### config.mk
export PLATFORM = sky130hd
export DESIGN_NAME = dram_mux_array
export DESIGN_NICKNAME = d
export VERILOG_FILES = /design/src/rtl/dram_mux_pkg.sv /design/src/rtl/dram_seq.sv /design/src/rtl/dram_store.sv /design/src/rtl/dram_rowbuf.sv /design/src/rtl/dram_mux_array.sv
export SDC_FILE = /design/constraint.sdc
export NUM_CORES = 1
export LEC_CHECK = 0
export ABC_AREA = 1
export BUFFER_PORTS_ARGS = -buffer_cell sky130_fd_sc_hd__buf_2
export CAP_MARGIN = 15
export CORE_ASPECT_RATIO = 1.2
export CORE_MARGIN = 3
export CORE_UTILIZATION = 50
export DETAILED_ROUTE_END_ITERATION = 16
export GPL_ROUTABILITY_DRIVEN = 0
export GPL_TIMING_DRIVEN = 0
export PLACE_DENSITY = 0.66
export SYNTH_ARGS = -nofsm -noshare
export SYNTH_HDL_FRONTEND = slang
export SYNTH_HIERARCHICAL = 1
export SYNTH_SLANG_ARGS = --single-unit
### constraint.sdc
create_clock -name clk -period 2.3 [get_ports clk]
set_input_delay 0.115 -clock clk [delete_from_list [all_inputs] [get_ports clk]]
set_output_delay 0.115 -clock clk [all_outputs]
set_load 0.05 [all_outputs]
### src/rtl/dram_mux_pkg.sv
package dram_mux_pkg;

    typedef enum logic [2:0] {
        OP_NONE,
        OP_OPEN,
        OP_READ,
        OP_WRITE,
        OP_CLOSE,
        OP_REJECT
    } op_e;

    function automatic int unsigned field_bits(int unsigned n);
        return (n <= 1) ? 1 : $clog2(n);
    endfunction

endpackage

### src/rtl/dram_seq.sv
module dram_seq
    import dram_mux_pkg::*;
#(
    parameter int unsigned RBITS = 2,
    parameter int unsigned CBITS = 2,
    parameter int unsigned AW    = 2
) (
    input  logic             clk,
    input  logic             rst_n,
    input  logic             ras,
    input  logic             cas,
    input  logic             we,
    input  logic             close,
    input  logic [AW-1:0]    addr,
    output op_e              op,
    output logic [RBITS-1:0] row_sel,
    output logic [CBITS-1:0] col_sel,
    output logic [RBITS-1:0] cur_row,
    output logic             is_open,
    output logic             err
);

    typedef struct packed {
        logic             open;
        logic [RBITS-1:0] row;
        logic             err;
    } seq_t;

    seq_t st_d, st_q;

    assign row_sel = addr[RBITS-1:0];
    assign col_sel = addr[CBITS-1:0];

    always_comb begin
        st_d     = st_q;
        st_d.err = 1'b0;
        op       = OP_NONE;
        if (ras) begin
            op = OP_OPEN;
        end else if (cas) begin
            if (!st_q.open) op = OP_REJECT;
            else if (we)    op = OP_WRITE;
            else            op = OP_READ;
        end else if (close && st_q.open) begin
            op = OP_CLOSE;
        end
        case (op)
            OP_OPEN: begin
                st_d.open = 1'b1;
                st_d.row  = row_sel;
            end
            OP_CLOSE:  st_d.open = 1'b0;
            OP_REJECT: st_d.err  = 1'b1;
            default: ;
        endcase
    end

    always_ff @(posedge clk) begin
        if (!rst_n) st_q <= '0;
        else        st_q <= st_d;
    end

    assign cur_row = st_q.row;
    assign is_open = st_q.open;
    assign err     = st_q.err;

    // a row strobe leaves that row open
    p_open_row_r2: assert property (@(posedge clk) disable iff (!rst_n)
        ras |=> (is_open && cur_row == $past(addr[RBITS-1:0])));

    // a lone close leaves no row open
    p_close_r5: assert property (@(posedge clk) disable iff (!rst_n)
        (close && !ras && !cas) |=> !is_open);

    // a row strobe never produces an error pulse
    p_ras_prio_r9: assert property (@(posedge clk) disable iff (!rst_n)
        ras |=> !err);

endmodule

### src/rtl/dram_store.sv
module dram_store #(
    parameter int unsigned ROWS  = 4,
    parameter int unsigned ROW_W = 32,
    parameter int unsigned RBITS = 2
) (
    input  logic             clk,
    input  logic             rst_n,
    input  logic             wb_en,
    input  logic [RBITS-1:0] wb_row,
    input  logic [ROW_W-1:0] wb_data,
    input  logic [RBITS-1:0] rd_row,
    output logic [ROW_W-1:0] rd_data
);

    logic [ROWS-1:0][ROW_W-1:0] mem_d, mem_q;

    always_comb begin
        mem_d = mem_q;
        if (wb_en) mem_d[wb_row] = wb_data;
    end

    always_ff @(posedge clk) begin
        if (!rst_n) mem_q <= '0;
        else        mem_q <= mem_d;
    end

    assign rd_data = mem_q[rd_row];

    // a write-back lands in the array at the next edge
    p_writeback_r5: assert property (@(posedge clk) disable iff (!rst_n)
        wb_en |=> (mem_q[$past(wb_row)] == $past(wb_data)));

endmodule

### src/rtl/dram_rowbuf.sv
module dram_rowbuf #(
    parameter int unsigned COLS   = 4,
    parameter int unsigned CELL_W = 8,
    parameter int unsigned CBITS  = 2,
    localparam int unsigned ROW_W = COLS * CELL_W
) (
    input  logic              clk,
    input  logic              rst_n,
    input  logic              load_en,
    input  logic [ROW_W-1:0]  load_data,
    input  logic              wr_en,
    input  logic              rd_en,
    input  logic [CBITS-1:0]  col,
    input  logic [CELL_W-1:0] wdata,
    output logic [ROW_W-1:0]  cells,
    output logic [CELL_W-1:0] rdata,
    output logic              rvalid
);

    typedef struct packed {
        logic [COLS-1:0][CELL_W-1:0] cells;
        logic [CELL_W-1:0]           rdata;
        logic                        rvalid;
    } buf_t;

    buf_t st_d, st_q;

    always_comb begin
        st_d        = st_q;
        st_d.rvalid = 1'b0;
        if (load_en) begin
            st_d.cells = load_data;
        end else if (wr_en) begin
            st_d.cells[col] = wdata;
        end
        if (rd_en) begin
            st_d.rdata  = st_q.cells[col];
            st_d.rvalid = 1'b1;
        end
    end

    always_ff @(posedge clk) begin
        if (!rst_n) st_q <= '0;
        else        st_q <= st_d;
    end

    assign cells  = st_q.cells;
    assign rdata  = st_q.rdata;
    assign rvalid = st_q.rvalid;

    // a load replaces the whole buffer
    p_load_r2: assert property (@(posedge clk) disable iff (!rst_n)
        load_en |=> (cells == $past(load_data)));

    // read data only moves together with a valid pulse
    p_hold_r3: assert property (@(posedge clk) disable iff (!rst_n)
        !rvalid |-> (rdata == $past(rdata)));

endmodule

### src/rtl/dram_mux_array.sv
module dram_mux_array
    import dram_mux_pkg::*;
#(
    parameter int unsigned ROWS   = 4,
    parameter int unsigned COLS   = 4,
    parameter int unsigned CELL_W = 8,
    localparam int unsigned RBITS = field_bits(ROWS),
    localparam int unsigned CBITS = field_bits(COLS),
    localparam int unsigned AW    = (RBITS > CBITS) ? RBITS : CBITS
) (
    input  logic              clk,
    input  logic              rst_n,
    input  logic              ras,
    input  logic              cas,
    input  logic              we,
    input  logic              close,
    input  logic [AW-1:0]     addr,
    input  logic [CELL_W-1:0] wr_data,
    output logic [CELL_W-1:0] rd_data,
    output logic              rd_valid,
    output logic              cas_err
);

    localparam int unsigned ROW_W = COLS * CELL_W;

    op_e              op;
    logic [RBITS-1:0] row_sel, cur_row;
    logic [CBITS-1:0] col_sel;
    logic             is_open;
    logic [ROW_W-1:0] buf_cells, store_row, load_data;
    logic             wb_en, same_row;

    dram_seq #(.RBITS(RBITS), .CBITS(CBITS), .AW(AW)) u_seq (
        .clk(clk), .rst_n(rst_n), .ras(ras), .cas(cas), .we(we),
        .close(close), .addr(addr), .op(op), .row_sel(row_sel),
        .col_sel(col_sel), .cur_row(cur_row), .is_open(is_open),
        .err(cas_err)
    );

    assign wb_en     = (op == OP_CLOSE) || (op == OP_OPEN && is_open);
    assign same_row  = is_open && (cur_row == row_sel);
    assign load_data = same_row ? buf_cells : store_row;

    dram_store #(.ROWS(ROWS), .ROW_W(ROW_W), .RBITS(RBITS)) u_store (
        .clk(clk), .rst_n(rst_n), .wb_en(wb_en), .wb_row(cur_row),
        .wb_data(buf_cells), .rd_row(row_sel), .rd_data(store_row)
    );

    dram_rowbuf #(.COLS(COLS), .CELL_W(CELL_W), .CBITS(CBITS)) u_buf (
        .clk(clk), .rst_n(rst_n), .load_en(op == OP_OPEN),
        .load_data(load_data), .wr_en(op == OP_WRITE),
        .rd_en(op == OP_READ), .col(col_sel), .wdata(wr_data),
        .cells(buf_cells), .rdata(rd_data), .rvalid(rd_valid)
    );

    // an error pulse and a read result never share a cycle
    p_err_excl_r7: assert property (@(posedge clk) disable iff (!rst_n)
        !(cas_err && rd_valid));

    // a column strobe with no open row yields no read result
    p_reject_quiet_r7: assert property (@(posedge clk) disable iff (!rst_n)
        (cas && !ras && !is_open) |=> (cas_err && !rd_valid));

    // a read result follows an accepted read strobe
    p_read_latency_r3: assert property (@(posedge clk) disable iff (!rst_n)
        (cas && !ras && !we && is_open) |=> rd_valid);

endmodule

# Word level (Yosys, flattened, before mapping)
# Cells that the tools add are included.
# word_totals
output_inout_bits	10
wordCells	54
regBits	173
# op_classes
mux	21
reduce_logical	9
n_lt_le_gt_ge	4
eq_ne	7
# op_table
operator	n
$mux 32	5
$bwmux 128	1
$bmux 32 s2	1
$demux 32 s2	1
$bwmux 32	1
$bmux 8 s2	1
$demux 8 s2	1
$mux 8	2
$mux 3	4
$eq 3x2->1 const B	2
$eq 3x3->1 const B	2
$lt 2x3->1 const B	2
$logic_and 1x1->1	5
$ge 2x1->1 const B	2
$reduce_bool 2->1	2
$eq 3x1->1 const B	1
$mux 1	3
$eq 2x2->1	1
$ne 2x2->1 const B	1
$pmux 1 s2	1
$reduce_and 2->1	1
$logic_or 1x1->1	1

# Longest topological paths before layout
# depth
ltp_word	7
mapped_depth	12

# Modules after synthesis
# Netlist, hierarchy kept.
# modules_own_cells
mod	cells_each	area_each_um2	instances	seq_area_each_um2
dram_store	1001	6343.6	1	2562.5
dram_rowbuf	371	2307.2	1	820.8
dram_mux_array	127	631.9	1	0.0
dram_seq	29	202.7	1	80.1

# Worst setup path before layout
# OpenSTA, ideal clock, no wires.
# synth_path
path_kind	flip-flop to flip-flop
from	register u_seq.st_q, in the netlist u_seq/is_open
to	register u_buf.st_q, in the netlist u_buf/cells[24]
setup_slack_ns	0.339
period_less_slack_ns	1.961
required_time_ns	2.243
path_stages_with_launch	12
arrival_ns	1.905
n_path_buf	1
path_cell_list	dfxtp_1 > nand2_2 > nor2_1 > inv_1 > nor3_1 > buf_6 > nand3_4 > clkinv_2 > nand2_1 > nand3_1 > nand2_1 > inv_1
# synth_via
word_cells_on_any_way	12
classes_between	eq/ne: 3; mux: 5; reduce/logical: 4
# synth_lines
element	line_no	rtl
from (decl)	dram_seq.sv:29	seq_t st_d, st_q;
from (signal assigned)	dram_seq.sv:60	else st_q <= st_d;
$mux 3 (*)	dram_seq.sv:41	if (!st_q.open) op = OP_REJECT;
$mux 3 (*)	dram_seq.sv:40	end else if (cas) begin
$mux 3 (*)	dram_seq.sv:38	if (ras) begin
net op[1]	dram_mux_array.sv:26	op_e op;
$eq 3x1->1 / $eq 3x2->1 (equally long branches)	dram_mux_array.sv:50, dram_mux_array.sv:51	
$ne 2x2->1 (no line) / $reduce_bool 2->1 (equally long branches)	n/a	
$reduce_and 2->1 (no line)	n/a	
to (signal assigned)	dram_rowbuf.sv:44	else st_q <= st_d;
to (decl)	dram_rowbuf.sv:26	buf_t st_d, st_q;
# Mark *: on every way through the listed nets, which the timed path passes. The rest lies on a longest branch.
# A chain may end at the register's enable or synchronous reset.

# Worst setup path in the final report
# layout_path
from	input addr[0]
to	register u_buf.st_q, in the netlist u_buf/cells[1]
# layout_via
word_cells_on_any_way	15
classes_between	order compare: 2; eq/ne: 2; mux: 8; reduce/logical: 3
# layout_lines
element	line_no	rtl
from (decl)	dram_mux_array.sv:17	input logic [AW-1:0] addr,
$bmux 32 s2	dram_store.sv:27	assign rd_data = mem_q[rd_row];
$mux 32 (not written as such)	dram_store.sv:27	
net store_row[1]	dram_mux_array.sv:30	logic [ROW_W-1:0] buf_cells, store_row, load_data;
$mux 32	dram_mux_array.sv:42	assign load_data = same_row ? buf_cells : store_row;
net load_data[1]	dram_mux_array.sv:30	
$mux 32	dram_rowbuf.sv:31	if (load_en) begin
# The timed path passes the listed nets, and every way through them passes these cells. The select of a mux whose other input is x is not followed.

==> impl_metrics.yaml <==
cts:
  cts_tree: "done"
  clk_path_buf_depth: 2
  htreeDepth: 4
  cts_buffers: 17
  post_cts_buffers: 0
  clockRootBuffer: "clkbuf_16"
  clkSlewWorstSetupHoldPaths_ns: 0.07
  cts_num_sinks: 173
  clk_latency_ns: 0.43
route:
  drc: 0
  drtPass1Iterations: 6
  drt-vias-per-instance: 5.20
  drtIter0Drc: 1140
  antenna_left: 0
  vias: 9587
  wl_per_cell_um: 16.6
  routed_wl_um: 30600
global_routing:
  antenna_found_initial: 0
  grt_max_degree: 17
  grt_pass1_vias: 8793
  grt_usage: 0.296
  gr-total-overflow: 0
  grt_pass1_wl_um: 48200
floorplanning:
  rows: 54
  initial_core_util: 0.516
  die_w_um: 132
  core_um2: 18400
  die_y_um: 157
  pin_count: 26
  die_area_um2: 20700
placed_design:
  hpwl_um: 21700
  portBuffers: 25
  placed_cells: 1805
final_layout:
  nFillCells: 1927
  drive_above_1_share: 0.102
  area_growth_pct: 12.0
  n_antenna_cell: 0
  nets: 1596
  layoutNonFillerInstCount: 1845
sta:
  setup_tns_ns: 0
  post-route-period-util: 0.960
  finalHoldViolCount: 0
  tightest_slew_ns: 0.751
  setup_viol_count_final: 0
  fmax_mhz: 453
  min_period_ns: 2.21
  clock_skew_ns: 0.00989
  final-max-slew-violation-count: 0
  slew_headroom: 0.499
  rsz0062_at_grt: "false"
synthesis:
  syn_inst: 1528
  yosysSeqAreaShare: 0.365
  ys_async_sr_fraction: 0
  yosysTopAreaCellShare: 0.365
  synthFlopType: "dfxtp_1"
  syn_area_um2: 9490
  yosysUniqueCellTypes: 24
  synth_top_area_cell: "dfxtp_1"
  synth-seq-cells: 173
  synth_edf_count: 0
  synth_top_cells_by_count: "nand2_1, nor2_1, inv_1, dfxtp_1, nand3_1"
  synth_warnings: 6
  synth.most_common_cell: "nand2_1"
  syn_area_per_cell_um2: 6.21
  synth_area_leaders: "dfxtp_1, nand2_1, nor2_1, inv_1, nand3_1"
  synth_nets: 1544
outcome:
  status: "finished clean"
power:
  vdd_ir_drop_max_mv: 0.515
  powerDensity_nw_per_um2: 703
  power_leakage_nw: 5.63
worst_setup_path:
  end_kind: "flop"
  crit_required_ns: 2.67
  crit_arrival_ns: 2.58
  regToRegStartpoint: "u_seq/is_open$_SDFFE_PN0P_"
  start_kind: "input port"
  regToRegSetupSlack_ns: 0.18
  reg2reg_depth: 11
  cp_max_fo: 10
  crit_type: "input port to flop"
  rr_endpoint: "u_buf/cells[27]$_SDFFE_PN0P_"
hold_path:
  min_from: "wr_data[0]"
  hp-class: "input port to flop"
  min_to: "u_buf/cells[8]$_SDFFE_PN0P_"
  min_delay_path_depth: 5
run:
  cap_violations: 0
[state kept, by name (all words and copies together) (netlist names)]
signal and flops:
u_buf/rvalid 1, u_buf/cells 32, u_seq/err 1, u_buf/rdata 8
u_store/mem_q 128, u_seq/cur_row 2, u_seq/is_open 1
[report_power, final]
part / internal (mW) / switching [mW]
sequential: 3.14 / 0.172
clock: 1.72 / 1.29
combinational: 0.379 / 0.766
[layout make-up]
| cell class | count | area [µm²] | share of cell area |
|---|---|---|---|
| tap | 252 | 315 | 0.0297 |
| clock buffer | 19 | 433 | 0.0408 |
| buffer | 98 | 637 | 0.0600 |
| clock inverter | 13 | 165 | 0.0156 |
| sequential | 173 | 3460 | 0.326 |
| timing repair buffer | 33 | 205 | 0.0193 |
| multi-input combinational | 1068 | 4680 | 0.441 |
| inverter | 189 | 716 | 0.0674 |
[layout by cell type (no fill, tap or decap), types with 4 or more instances in the layout]
cell,count
nand2_1,475
nor2_1,311
inv_1,177
dfxtp_1,172
nand3_1,124
o211ai_1,64
a21oi_1,48
buf_2,43
clkbuf_1,36
buf_4,25
buf_6,18
clkbuf_16,17
o21ai_0,13
nand2_2,12
inv_2,10
dlygate4sd3_1,8
nand3_4,7
nor2_4,5
clkinv_2,4
[what timing repair did]
action                     in CTS  in global routing
setup endpoints to repair      12                144
pin swaps                       0                  1
hold endpoints to repair        4                  0
hold buffers                    8                  0
gates resized for setup         2                  4
cloned                          0                  0
[logic make-up after synthesis]
group,after synthesis,synth area share
simple gates,941,0.408
compound gates,127,0.0847
buf+inv,287,0.142
flops,173,0.365
[worst max-delay path: stages]
cell and delay [ns]:
dlygate4sd3_1 0.52, buf_2 0.12, buf_4 0.14, buf_2 0.29, clkbuf_1 0.60, o211ai_1 0.24
nand2_1 0.14, nand2_2 0.06, nand2_1 0.08, nand2_1 0.06, nand2_1 0.07, nor2_1 0.05
nor2_1 0.08
[worst max path at each step]
| stage | startpoint | end | slack (ns) | cells after the start |
|---|---|---|---|---|
| final | addr[0] | u_buf/cells[1]$_SDFFE_PN0P_ | 0.09 | 13 |
| after global routing | addr[0] | u_buf/cells[20]$_SDFFE_PN0P_ | 0.03 | 14 |
| after CTS | u_seq/is_open$_SDFFE_PN0P_ | u_store/mem_q[118]$_SDFFE_PN0P_ | 0.08 | 10 |
| after detailed placement | u_seq/is_open$_SDFFE_PN0P_ | u_buf/cells[27]$_SDFFE_PN0P_ | -0.06 | 11 |
| after global placement | u_seq/is_open$_SDFFE_PN0P_ | u_buf/cells[27]$_SDFFE_PN0P_ | -0.02 | 11 |
| after floorplan | u_seq/is_open$_SDFFE_PN0P_ | u_buf/cells[24]$_SDFFE_PN0P_ | 0.34 | 11 |
[through the flow]
step                 util  hold slack [ns]  power, mW  area, µm²  setup slack, ns
floorplan               -            0.248       4.11       9490            0.339
global placement    0.540            0.390       4.46       9930          -0.0159
detailed placement  0.540            0.397       4.47       9930          -0.0602
CTS                 0.578           0.0921       7.46      10600           0.0777
global route        0.578            0.127       7.76      10600           0.0279
finish              0.578            0.109       7.46      10600           0.0918
[per-layer routing]
| metal | wire, µm | global-route usage | up-vias |
|---|---|---|---|
| li1 | - | - | 4762 |
| met1 | 13100 | 0.383 | 4353 |
| met5 | 0 | 0 | - |
| met3 | 2160 | 0.0447 | 80 |
| met2 | 14300 | 0.503 | 392 |
| met4 | 1100 | 0.117 | 0 |
Note: power is estimated with default switching activity, not from simulation.
